$ cat src/rtl/hs_pkg.sv
package hs_pkg;

  typedef enum logic [1:0] {
    TK_SETUP = 2'b00,
    TK_IN    = 2'b01,
    TK_OUT   = 2'b10,
    TK_RSVD  = 2'b11
  } tok_kind_e;

  typedef enum logic [1:0] {
    HS_NAK   = 2'b00,
    HS_ACK   = 2'b01,
    HS_ZLP   = 2'b10,
    HS_STALL = 2'b11
  } hs_code_e;

  typedef enum logic [1:0] {
    CS_IDLE  = 2'b00,
    CS_WRITE = 2'b01,
    CS_READ  = 2'b10
  } ctl_stage_e;

  // Protocol events produced by the decision for one token
  typedef struct packed {
    logic setup_ep0;        // SETUP accepted on the control endpoint
    logic out_data_ack;     // data OUT accepted (toggle flip, enable clear)
    logic status_out_done;  // status OUT accepted on control endpoint
    logic in_data;          // data packet sent, awaiting host acknowledge
    logic in_zlp;           // zero-length status packet sent
  } hs_event_t;

endpackage

$ cat src/rtl/hs_decide.sv
module hs_decide
  import hs_pkg::*;
#(
  parameter int NUM_EP = 4,
  parameter int EPW    = $clog2(NUM_EP)
) (
  input  logic              tok_valid,
  input  logic [1:0]        tok_kind,
  input  logic [EPW-1:0]    tok_ep,
  input  logic [NUM_EP-1:1] ep_enable,
  input  logic [NUM_EP-1:1] ep_iso,
  input  logic [NUM_EP-1:0] tx_ready,
  input  logic [NUM_EP-1:0] rx_room,
  input  logic [NUM_EP-1:0] stall,
  input  logic              dsen0,
  input  logic              status0,
  input  ctl_stage_e        stage,
  input  logic [NUM_EP-1:0] tgl,
  output logic              resp_valid,
  output hs_code_e          resp_code,
  output logic              resp_toggle,
  output hs_event_t         ev
);

  logic [NUM_EP-1:0] en_full;
  logic [NUM_EP-1:0] iso_full;
  logic              is_ctl;
  logic              sel_en;
  logic              sel_stall;
  logic              sel_tx;
  logic              sel_rx;
  logic              sel_tgl;

  assign en_full   = {ep_enable, 1'b1};
  assign iso_full  = {ep_iso, 1'b0};
  assign is_ctl    = (tok_ep == '0);
  assign sel_en    = en_full[tok_ep];
  assign sel_stall = stall[tok_ep] && !iso_full[tok_ep];
  assign sel_tx    = tx_ready[tok_ep];
  assign sel_rx    = rx_room[tok_ep];
  assign sel_tgl   = tgl[tok_ep];

  always_comb begin
    resp_valid  = tok_valid && (tok_kind != TK_RSVD);
    resp_code   = HS_NAK;
    resp_toggle = 1'b0;
    ev          = '0;
    if (tok_valid) begin
      case (tok_kind)
        TK_SETUP: begin
          if (is_ctl) begin
            resp_code    = HS_ACK;
            ev.setup_ep0 = 1'b1;
          end else begin
            resp_code = HS_STALL;
          end
        end
        TK_IN: begin
          if (!is_ctl) begin
            if (!sel_en) begin
              resp_code = HS_NAK;
            end else if (sel_stall) begin
              resp_code = HS_STALL;
            end else if (sel_tx) begin
              resp_code   = HS_ACK;
              resp_toggle = sel_tgl;
              ev.in_data  = 1'b1;
            end
          end else if (sel_stall) begin
            resp_code = HS_STALL;
          end else if (stage == CS_READ) begin
            if (dsen0 && tx_ready[0]) begin
              resp_code   = HS_ACK;
              resp_toggle = tgl[0];
              ev.in_data  = 1'b1;
            end
          end else if (stage == CS_WRITE) begin
            if (status0) begin
              resp_code   = HS_ZLP;
              resp_toggle = 1'b1;
              ev.in_zlp   = 1'b1;
            end
          end
        end
        TK_OUT: begin
          if (!is_ctl) begin
            if (!sel_en) begin
              resp_code = HS_NAK;
            end else if (sel_stall) begin
              resp_code = HS_STALL;
            end else if (sel_rx) begin
              resp_code       = HS_ACK;
              ev.out_data_ack = 1'b1;
            end
          end else if (sel_stall) begin
            resp_code = HS_STALL;
          end else if (stage == CS_WRITE) begin
            if (dsen0 && rx_room[0]) begin
              resp_code       = HS_ACK;
              ev.out_data_ack = 1'b1;
            end
          end else if (stage == CS_READ) begin
            if (status0) begin
              resp_code          = HS_ACK;
              ev.status_out_done = 1'b1;
            end
          end
        end
        default: resp_code = HS_NAK;
      endcase
    end
  end

endmodule

$ cat src/rtl/hs_cmd_bank.sv
module hs_cmd_bank #(
  parameter int NUM_EP = 4,
  parameter int EPW    = $clog2(NUM_EP)
) (
  input  logic              clk,
  input  logic              rst_n,
  input  logic              fw_we,
  input  logic [EPW-1:0]    fw_ep,
  input  logic              fw_dsen,
  input  logic              fw_status,
  input  logic              fw_stall_set,
  input  logic              fw_stall_clr,
  input  logic              setup_ep0,
  input  logic              dsen_clr,
  input  logic              status_clr,
  output logic [NUM_EP-1:0] stall,
  output logic              dsen0,
  output logic              status0
);

  logic hit0;
  assign hit0 = fw_we && (fw_ep == '0) && !setup_ep0;

  // Control-endpoint-only bits: SETUP first, then firmware set, then auto clear
  always_ff @(posedge clk) begin
    if (!rst_n) begin
      dsen0   <= 1'b0;
      status0 <= 1'b0;
    end else begin
      if (setup_ep0)              dsen0 <= 1'b0;
      else if (hit0 && fw_dsen)   dsen0 <= 1'b1;
      else if (dsen_clr)          dsen0 <= 1'b0;

      if (setup_ep0)              status0 <= 1'b0;
      else if (hit0 && fw_status) status0 <= 1'b1;
      else if (status_clr)        status0 <= 1'b0;
    end
  end

  for (genvar i = 0; i < NUM_EP; i++) begin : g_stall
    logic hit;
    if (i == 0) begin : g_ctl
      assign hit = hit0;
      always_ff @(posedge clk) begin
        if (!rst_n)                    stall[i] <= 1'b0;
        else if (setup_ep0)            stall[i] <= 1'b0;
        else if (hit && fw_stall_clr)  stall[i] <= 1'b0;
        else if (hit && fw_stall_set)  stall[i] <= 1'b1;
      end
    end else begin : g_data
      assign hit = fw_we && (fw_ep == EPW'(i));
      always_ff @(posedge clk) begin
        if (!rst_n)                    stall[i] <= 1'b0;
        else if (hit && fw_stall_clr)  stall[i] <= 1'b0;
        else if (hit && fw_stall_set)  stall[i] <= 1'b1;
      end
    end
  end

  assert_setup_clears_cmd_R3: assert property (@(posedge clk) disable iff (!rst_n)
    setup_ep0 |=> (!dsen0 && !status0 && !stall[0]));

  assert_fw_dsen_wins_R12: assert property (@(posedge clk) disable iff (!rst_n)
    (fw_we && fw_ep == '0 && fw_dsen && !setup_ep0) |=> dsen0);

  assert_status_clear_R7: assert property (@(posedge clk) disable iff (!rst_n)
    (status_clr && !(fw_we && fw_ep == '0 && fw_status)) |=> !status0);

endmodule

$ cat src/rtl/hs_ctl_stage.sv
module hs_ctl_stage
  import hs_pkg::*;
(
  input  logic       clk,
  input  logic       rst_n,
  input  logic       setup_ep0,
  input  logic       setup_read,
  input  logic       status_done,
  output ctl_stage_e stage
);

  always_ff @(posedge clk) begin
    if (!rst_n)            stage <= CS_IDLE;
    else if (setup_ep0)    stage <= setup_read ? CS_READ : CS_WRITE;
    else if (status_done)  stage <= CS_IDLE;
  end

  assert_status_done_idle_R7: assert property (@(posedge clk) disable iff (!rst_n)
    (status_done && !setup_ep0) |=> (stage == CS_IDLE));

  assert_setup_opens_transfer_R3: assert property (@(posedge clk) disable iff (!rst_n)
    setup_ep0 |=> (stage != CS_IDLE));

endmodule

$ cat src/rtl/hs_toggle_bank.sv
module hs_toggle_bank #(
  parameter int NUM_EP = 4
) (
  input  logic              clk,
  input  logic              rst_n,
  input  logic [NUM_EP-1:1] ep_enable,
  input  logic              setup_ep0,
  input  logic [NUM_EP-1:0] flip,
  output logic [NUM_EP-1:0] tgl
);

  for (genvar i = 0; i < NUM_EP; i++) begin : g_tgl
    if (i == 0) begin : g_ctl
      always_ff @(posedge clk) begin
        if (!rst_n)          tgl[i] <= 1'b0;
        else if (setup_ep0)  tgl[i] <= 1'b1;
        else if (flip[i])    tgl[i] <= ~tgl[i];
      end
    end else begin : g_data
      always_ff @(posedge clk) begin
        if (!rst_n)              tgl[i] <= 1'b0;
        else if (!ep_enable[i])  tgl[i] <= 1'b0;
        else if (flip[i])        tgl[i] <= ~tgl[i];
      end

      assert_disable_clears_toggle_R10: assert property (@(posedge clk) disable iff (!rst_n)
        !ep_enable[i] |=> !tgl[i]);
    end
  end

endmodule

$ cat src/rtl/ctl_handshake_unit.sv
module ctl_handshake_unit
  import hs_pkg::*;
#(
  parameter int NUM_EP = 4,
  parameter int EPW    = $clog2(NUM_EP)
) (
  input  logic              clk,
  input  logic              rst_n,
  input  logic              fw_we,
  input  logic [EPW-1:0]    fw_ep,
  input  logic              fw_dsen,
  input  logic              fw_status,
  input  logic              fw_stall_set,
  input  logic              fw_stall_clr,
  input  logic [EPW-1:0]    rd_ep,
  output logic [2:0]        rd_bits,
  input  logic [NUM_EP-1:1] ep_enable,
  input  logic [NUM_EP-1:1] ep_iso,
  input  logic [NUM_EP-1:0] tx_ready,
  input  logic [NUM_EP-1:0] rx_room,
  input  logic              tok_valid,
  input  logic [1:0]        tok_kind,
  input  logic [EPW-1:0]    tok_ep,
  input  logic              tok_read_dir,
  input  logic              host_ack,
  output logic              hs_valid,
  output logic [1:0]        hs_code,
  output logic              hs_toggle
);

  logic [NUM_EP-1:0] stall;
  logic              dsen0;
  logic              status0;
  ctl_stage_e        stage;
  logic [NUM_EP-1:0] tgl;
  logic [NUM_EP-1:0] flip;

  logic              resp_valid;
  hs_code_e          resp_code;
  logic              resp_toggle;
  hs_event_t         ev;

  // Record of the last packet sent, waiting for the host's acknowledge
  logic              pend;
  logic              pend_zlp;
  logic [EPW-1:0]    pend_ep;
  logic              ack_data;
  logic              ack_zlp;
  logic              dsen_clr;
  logic              status_done;

  assign ack_data    = host_ack && pend && !pend_zlp;
  assign ack_zlp     = host_ack && pend && pend_zlp;
  assign dsen_clr    = (ev.out_data_ack && tok_ep == '0) || (ack_data && pend_ep == '0);
  assign status_done = ev.status_out_done || ack_zlp;

  for (genvar i = 0; i < NUM_EP; i++) begin : g_flip
    assign flip[i] = (ev.out_data_ack && tok_ep == EPW'(i))
                   ^ (ack_data && pend_ep == EPW'(i));
  end

  hs_decide #(.NUM_EP(NUM_EP), .EPW(EPW)) u_decide (
    .tok_valid   (tok_valid),
    .tok_kind    (tok_kind),
    .tok_ep      (tok_ep),
    .ep_enable   (ep_enable),
    .ep_iso      (ep_iso),
    .tx_ready    (tx_ready),
    .rx_room     (rx_room),
    .stall       (stall),
    .dsen0       (dsen0),
    .status0     (status0),
    .stage       (stage),
    .tgl         (tgl),
    .resp_valid  (resp_valid),
    .resp_code   (resp_code),
    .resp_toggle (resp_toggle),
    .ev          (ev)
  );

  hs_cmd_bank #(.NUM_EP(NUM_EP), .EPW(EPW)) u_cmd (
    .clk          (clk),
    .rst_n        (rst_n),
    .fw_we        (fw_we),
    .fw_ep        (fw_ep),
    .fw_dsen      (fw_dsen),
    .fw_status    (fw_status),
    .fw_stall_set (fw_stall_set),
    .fw_stall_clr (fw_stall_clr),
    .setup_ep0    (ev.setup_ep0),
    .dsen_clr     (dsen_clr),
    .status_clr   (status_done),
    .stall        (stall),
    .dsen0        (dsen0),
    .status0      (status0)
  );

  hs_ctl_stage u_stage (
    .clk         (clk),
    .rst_n       (rst_n),
    .setup_ep0   (ev.setup_ep0),
    .setup_read  (tok_read_dir),
    .status_done (status_done),
    .stage       (stage)
  );

  hs_toggle_bank #(.NUM_EP(NUM_EP)) u_tgl (
    .clk       (clk),
    .rst_n     (rst_n),
    .ep_enable (ep_enable),
    .setup_ep0 (ev.setup_ep0),
    .flip      (flip),
    .tgl       (tgl)
  );

  always_ff @(posedge clk) begin
    if (!rst_n) begin
      pend     <= 1'b0;
      pend_zlp <= 1'b0;
      pend_ep  <= '0;
    end else if (resp_valid) begin
      pend     <= ev.in_data || ev.in_zlp;
      pend_zlp <= ev.in_zlp;
      pend_ep  <= tok_ep;
    end else if (host_ack) begin
      pend     <= 1'b0;
    end
  end

  always_ff @(posedge clk) begin
    if (!rst_n) begin
      hs_valid  <= 1'b0;
      hs_code   <= 2'b00;
      hs_toggle <= 1'b0;
    end else begin
      hs_valid  <= resp_valid;
      hs_code   <= resp_valid ? resp_code : HS_NAK;
      hs_toggle <= resp_valid && resp_toggle;
    end
  end

  // Data-stage enable is write-only; status exists on the control endpoint only
  assign rd_bits = {1'b0, (rd_ep == '0) && status0, stall[rd_ep]};

  logic [NUM_EP-1:0] chk_en;
  logic [NUM_EP-1:0] chk_iso;
  assign chk_en  = {ep_enable, 1'b1};
  assign chk_iso = {ep_iso, 1'b0};

  assert_token_answered_R1: assert property (@(posedge clk) disable iff (!rst_n)
    (tok_valid && tok_kind != TK_RSVD) |=> hs_valid);

  assert_reserved_silent_R1: assert property (@(posedge clk) disable iff (!rst_n)
    (tok_valid && tok_kind == TK_RSVD) |=> !hs_valid);

  assert_setup_ack_R3: assert property (@(posedge clk) disable iff (!rst_n)
    (tok_valid && tok_kind == TK_SETUP && tok_ep == '0) |=> (hs_code == HS_ACK));

  assert_dsen_gate_R4: assert property (@(posedge clk) disable iff (!rst_n)
    (tok_valid && tok_kind == TK_OUT && tok_ep == '0 && !dsen0 && stage == CS_WRITE)
      |=> (hs_code != HS_ACK));

  assert_status_nak_R6: assert property (@(posedge clk) disable iff (!rst_n)
    (tok_valid && tok_kind == TK_IN && tok_ep == '0 && !stall[0] && !status0
      && stage == CS_WRITE) |=> (hs_code == HS_NAK));

  assert_stall_answer_R8: assert property (@(posedge clk) disable iff (!rst_n)
    (tok_valid && tok_kind != TK_SETUP && tok_kind != TK_RSVD && chk_en[tok_ep]
      && stall[tok_ep] && !chk_iso[tok_ep]) |=> (hs_code == HS_STALL));

  assert_no_toggle_on_nak_R2: assert property (@(posedge clk) disable iff (!rst_n)
    (hs_code == HS_NAK || hs_code == HS_STALL) |-> !hs_toggle);

endmodule

$ cat config.mk
export PLATFORM = sky130hd
export DESIGN_NAME = ctl_handshake_unit
export DESIGN_NICKNAME = d
export VERILOG_FILES = /design/src/rtl/hs_pkg.sv /design/src/rtl/hs_decide.sv /design/src/rtl/hs_cmd_bank.sv /design/src/rtl/hs_ctl_stage.sv /design/src/rtl/hs_toggle_bank.sv /design/src/rtl/ctl_handshake_unit.sv
export SDC_FILE = /design/constraint.sdc
export NUM_CORES = 1
export LEC_CHECK = 0
export ABC_AREA = 1
export BUFFER_PORTS_ARGS = -buffer_cell sky130_fd_sc_hd__buf_4
export CORE_MARGIN = 2
export CORE_UTILIZATION = 30
export DETAILED_ROUTE_END_ITERATION = 6
export PLACE_DENSITY_LB_ADDON = 0.25
export SYNTH_ARGS = -nofsm -noshare
export SYNTH_HDL_FRONTEND = slang
export SYNTH_SLANG_ARGS = --single-unit
$ cat constraint.sdc
create_clock -name clk -period 1.5 [get_ports clk]
set_input_delay 0.375 -clock clk [delete_from_list [all_inputs] [get_ports clk]]
set_output_delay 0.375 -clock clk [all_outputs]
set_load 0.01 [all_outputs]
==> reports/results.ini <==
[yosys]
synth_ff_type=dfxtp_1
synth-async-reset-ratio_pct=0
synth_seq_area_share_pct=27.9
syn_nets=250
syn_avg_cell_area_um2=6.61
synth_top_area_cell=dfxtp_1
synthCells=217
yosysMostFrequentCell=nand2_1
synth_edf_count=0
synth_area_um2=1440
yosys_register_bits=20
ys_types=35
synth_area_leaders=dfxtp_1 (28%), nand2_1 (13%), nand3_1 (10%)
synth_top_area_share_pct=27.9
ys_warn_count=0
yosys-top-cells-count=nand2_1 (50), nand3_1 (30), inv_1 (27), dfxtp_1 (20), nor2_1 (18)

[floorplanning]
start_util_pct=30.8
die_w_um=73.2
num_rows=25
die_h_um=73.2
io_pins=39
core_um2=4660
dieArea_um2=5350

[hold_path]
timing.hold.worst.class=input pin to register
holdCritStartpoint=fw_stall_clr

[clocking]
clk_pin_slew_ns=0.07
clock-sinks=20
root_buffer=clkbuf_8
clock_latency_ns=0.26
post_cts_buffers=0
hold_buffers=0
cts_tree=built
h-tree-depth=1
ctsLongestPathBuffers=2
cts_made_buffers=3

[sta]
finalSetupViolCount=0
hold_viol=0
rsz0062_at_grt=false
finalCriticalPeriod_ns=1.40
drv_slew=0
finClkSkew_ns=0.00211
setup_tns_ns=0
max_freq_ghz=0.715
period_share_pct=93.3

[grt]
antenna_found_initial=0
grt_pass1_vias=1509
grt_util_all_layers_pct=15.5
grt_max_degree=13
overflow=0
grt_pass1_wl_mm=6.54

[setup_path]
r2r_start=u_stage.stage[1]
reg2regPathDepth=7
regToRegSetupSlack_ns=0.12
path_max_fanout=2
path_class=register to output port
end_kind=output port
crit_path_start=u_cmd.stall[1]
cp.arrival_ns=1.02
critPathCapture=rd_bits[0]
crit_path_start_kind=register
r2r_end=u_tgl.tgl[0]
cp.required_ns=1.12

[finish]
final_util_pct=43.5
fin_cells=330
area_growth_pct=41.2
fin_nets=310
layout-drive-gt1-share_pct=35.5
fillerInstances=471
diodes=0

[job]
cap_viol_max_count=0

[pwr]
powerDensity_nw_per_um2=643
p_leak_nw=0.928
power_w=0.00130
vdd_ir_drop_max_mv=0.381

[drt]
drc=0
wl_mm=3.56
ant_nets=0
firstDrtPassIters=4
vias=1528
wl_per_cell_um=10.8
viasPerCell=4.63
drt_iter0_markers=45

[placement]
dp.cells=326
gp_congestion=0.789
dp_hpwl_mm=3.01
portBuffers=37

[status]
status=finished, final reports clean

[what timing repair did]
| action | in CTS | in global routing |
|---|---|---|
| gates resized for setup | 0 | 6 |
| hold endpoints to repair | 0 | 0 |
| setup endpoints to repair | 0 | 3 |
[layout make-up]
class | instances | area [um^2] | share of cell area (%)
Multi-Input combinational cell | 163 | 912 | 45.0
Sequential cell | 20 | 402 | 19.8
Inverter | 30 | 123 | 6.05
Clock buffer | 4 | 55.1 | 2.72
Timing Repair Buffer | 59 | 468 | 23.1
Tap cell | 54 | 67.6 | 3.33
[cells by family (layout without fill, tap and decap cells)]
| kind of cell | count (synthesis) | after routing | synth area share [%] |
|---|---|---|---|
| XOR/XNOR | 4 | 4 | 2.44 |
| buffers and inverters | 34 | 93 | 10.9 |
| AO/OA/AOI/OAI | 29 | 29 | 12.2 |
| adder cells (fa/ha/maj) | 1 | 1 | 0.872 |
| AND/OR/NAND/NOR | 128 | 128 | 45.4 |
| other | 1 | 1 | 0.261 |
| flip-flops | 20 | 20 | 27.9 |
[flip-flops by register name, summed over array words and instances, names as in the netlist]
register       count
pend_ep            2
hs_code            2
u_cmd.stall        4
u_cmd.dsen0        1
pend               1
u_stage.stage      2
pend_zlp           1
hs_toggle          1
u_cmd.status0      1
hs_valid           1
u_tgl.tgl          4
[report_power, final]
group	internal [W]	switching, W	leakage (nW)	total (W)
Sequential	0.000549	0.0000125	0.163	0.000562
Clock	0.000234	0.000178	0.0288	0.000412
Combinational	0.000161	0.000167	0.736	0.000329
Total	0.000944	0.000358	0.928	0.00130
[stage by stage]
stage	hold slack, ns	setup WS [ns]	area (um^2)
floorplan	0.450	0.00349	1480
global placement	0.467	-0.0805	1970
detailed placement	0.470	-0.103	1970
CTS	0.321	0.0361	2020
global route	0.326	0.00438	2030
finish	0.326	0.101	2030
[layer usage]
metal	share of wire (%)	GRT usage, %	up-vias	wire (um)
li1	-	-	821	-
met1	44	18.5	674	1550
met5	0	0	-	0
met2	50	28.1	31	1790
met4	0.51	2.47	0	18
met3	5.6	4.01	2	200
[worst max-delay path: stages (launching register included)]
cell	delay [ns]
dfxtp_2	0.34
inv_2	0.04
a21oi_2	0.10
o21ai_1	0.07
o21ai_1	0.08
buf_4	0.14
[worst min path at each step]
stage	cells past startpoint	slack [ns]	end
after detailed placement	2	0.47	u_stage.stage[1]
after CTS	2	0.32	u_cmd.stall[0]
after global routing	2	0.33	u_cmd.stall[0]
after global placement	2	0.47	u_cmd.dsen0
final	2	0.33	u_cmd.stall[0]
after floorplan	2	0.45	u_cmd.dsen0
[layout by cell type, fill, tap and decap left out]
cell type	n
a21oi_1	13
a21oi_2	2
a221oi_1	1
a221oi_2	1
a31oi_1	1
a41oi_1	1
buf_12	2
buf_4	57
clkbuf_8	4
conb_1	1
dfxtp_1	19
dfxtp_2	1
ha_4	1
inv_1	25
inv_2	3
inv_4	1
inv_8	1
nand2_1	49
nand2_2	7
nand2_4	3
nand2_8	1
nand3_1	29
nand3_2	2
nand3b_1	1
nand3b_2	1
nand4_1	3
nor2_1	18
nor2_2	3
nor2_4	6
nor3_1	3
nor3_2	1
o21ai_0	6
o21ai_1	2
o221a_2	1
o22ai_1	1
or2_1	1
xnor2_1	4
No activity file was read; power rests on OpenSTA's default activity.
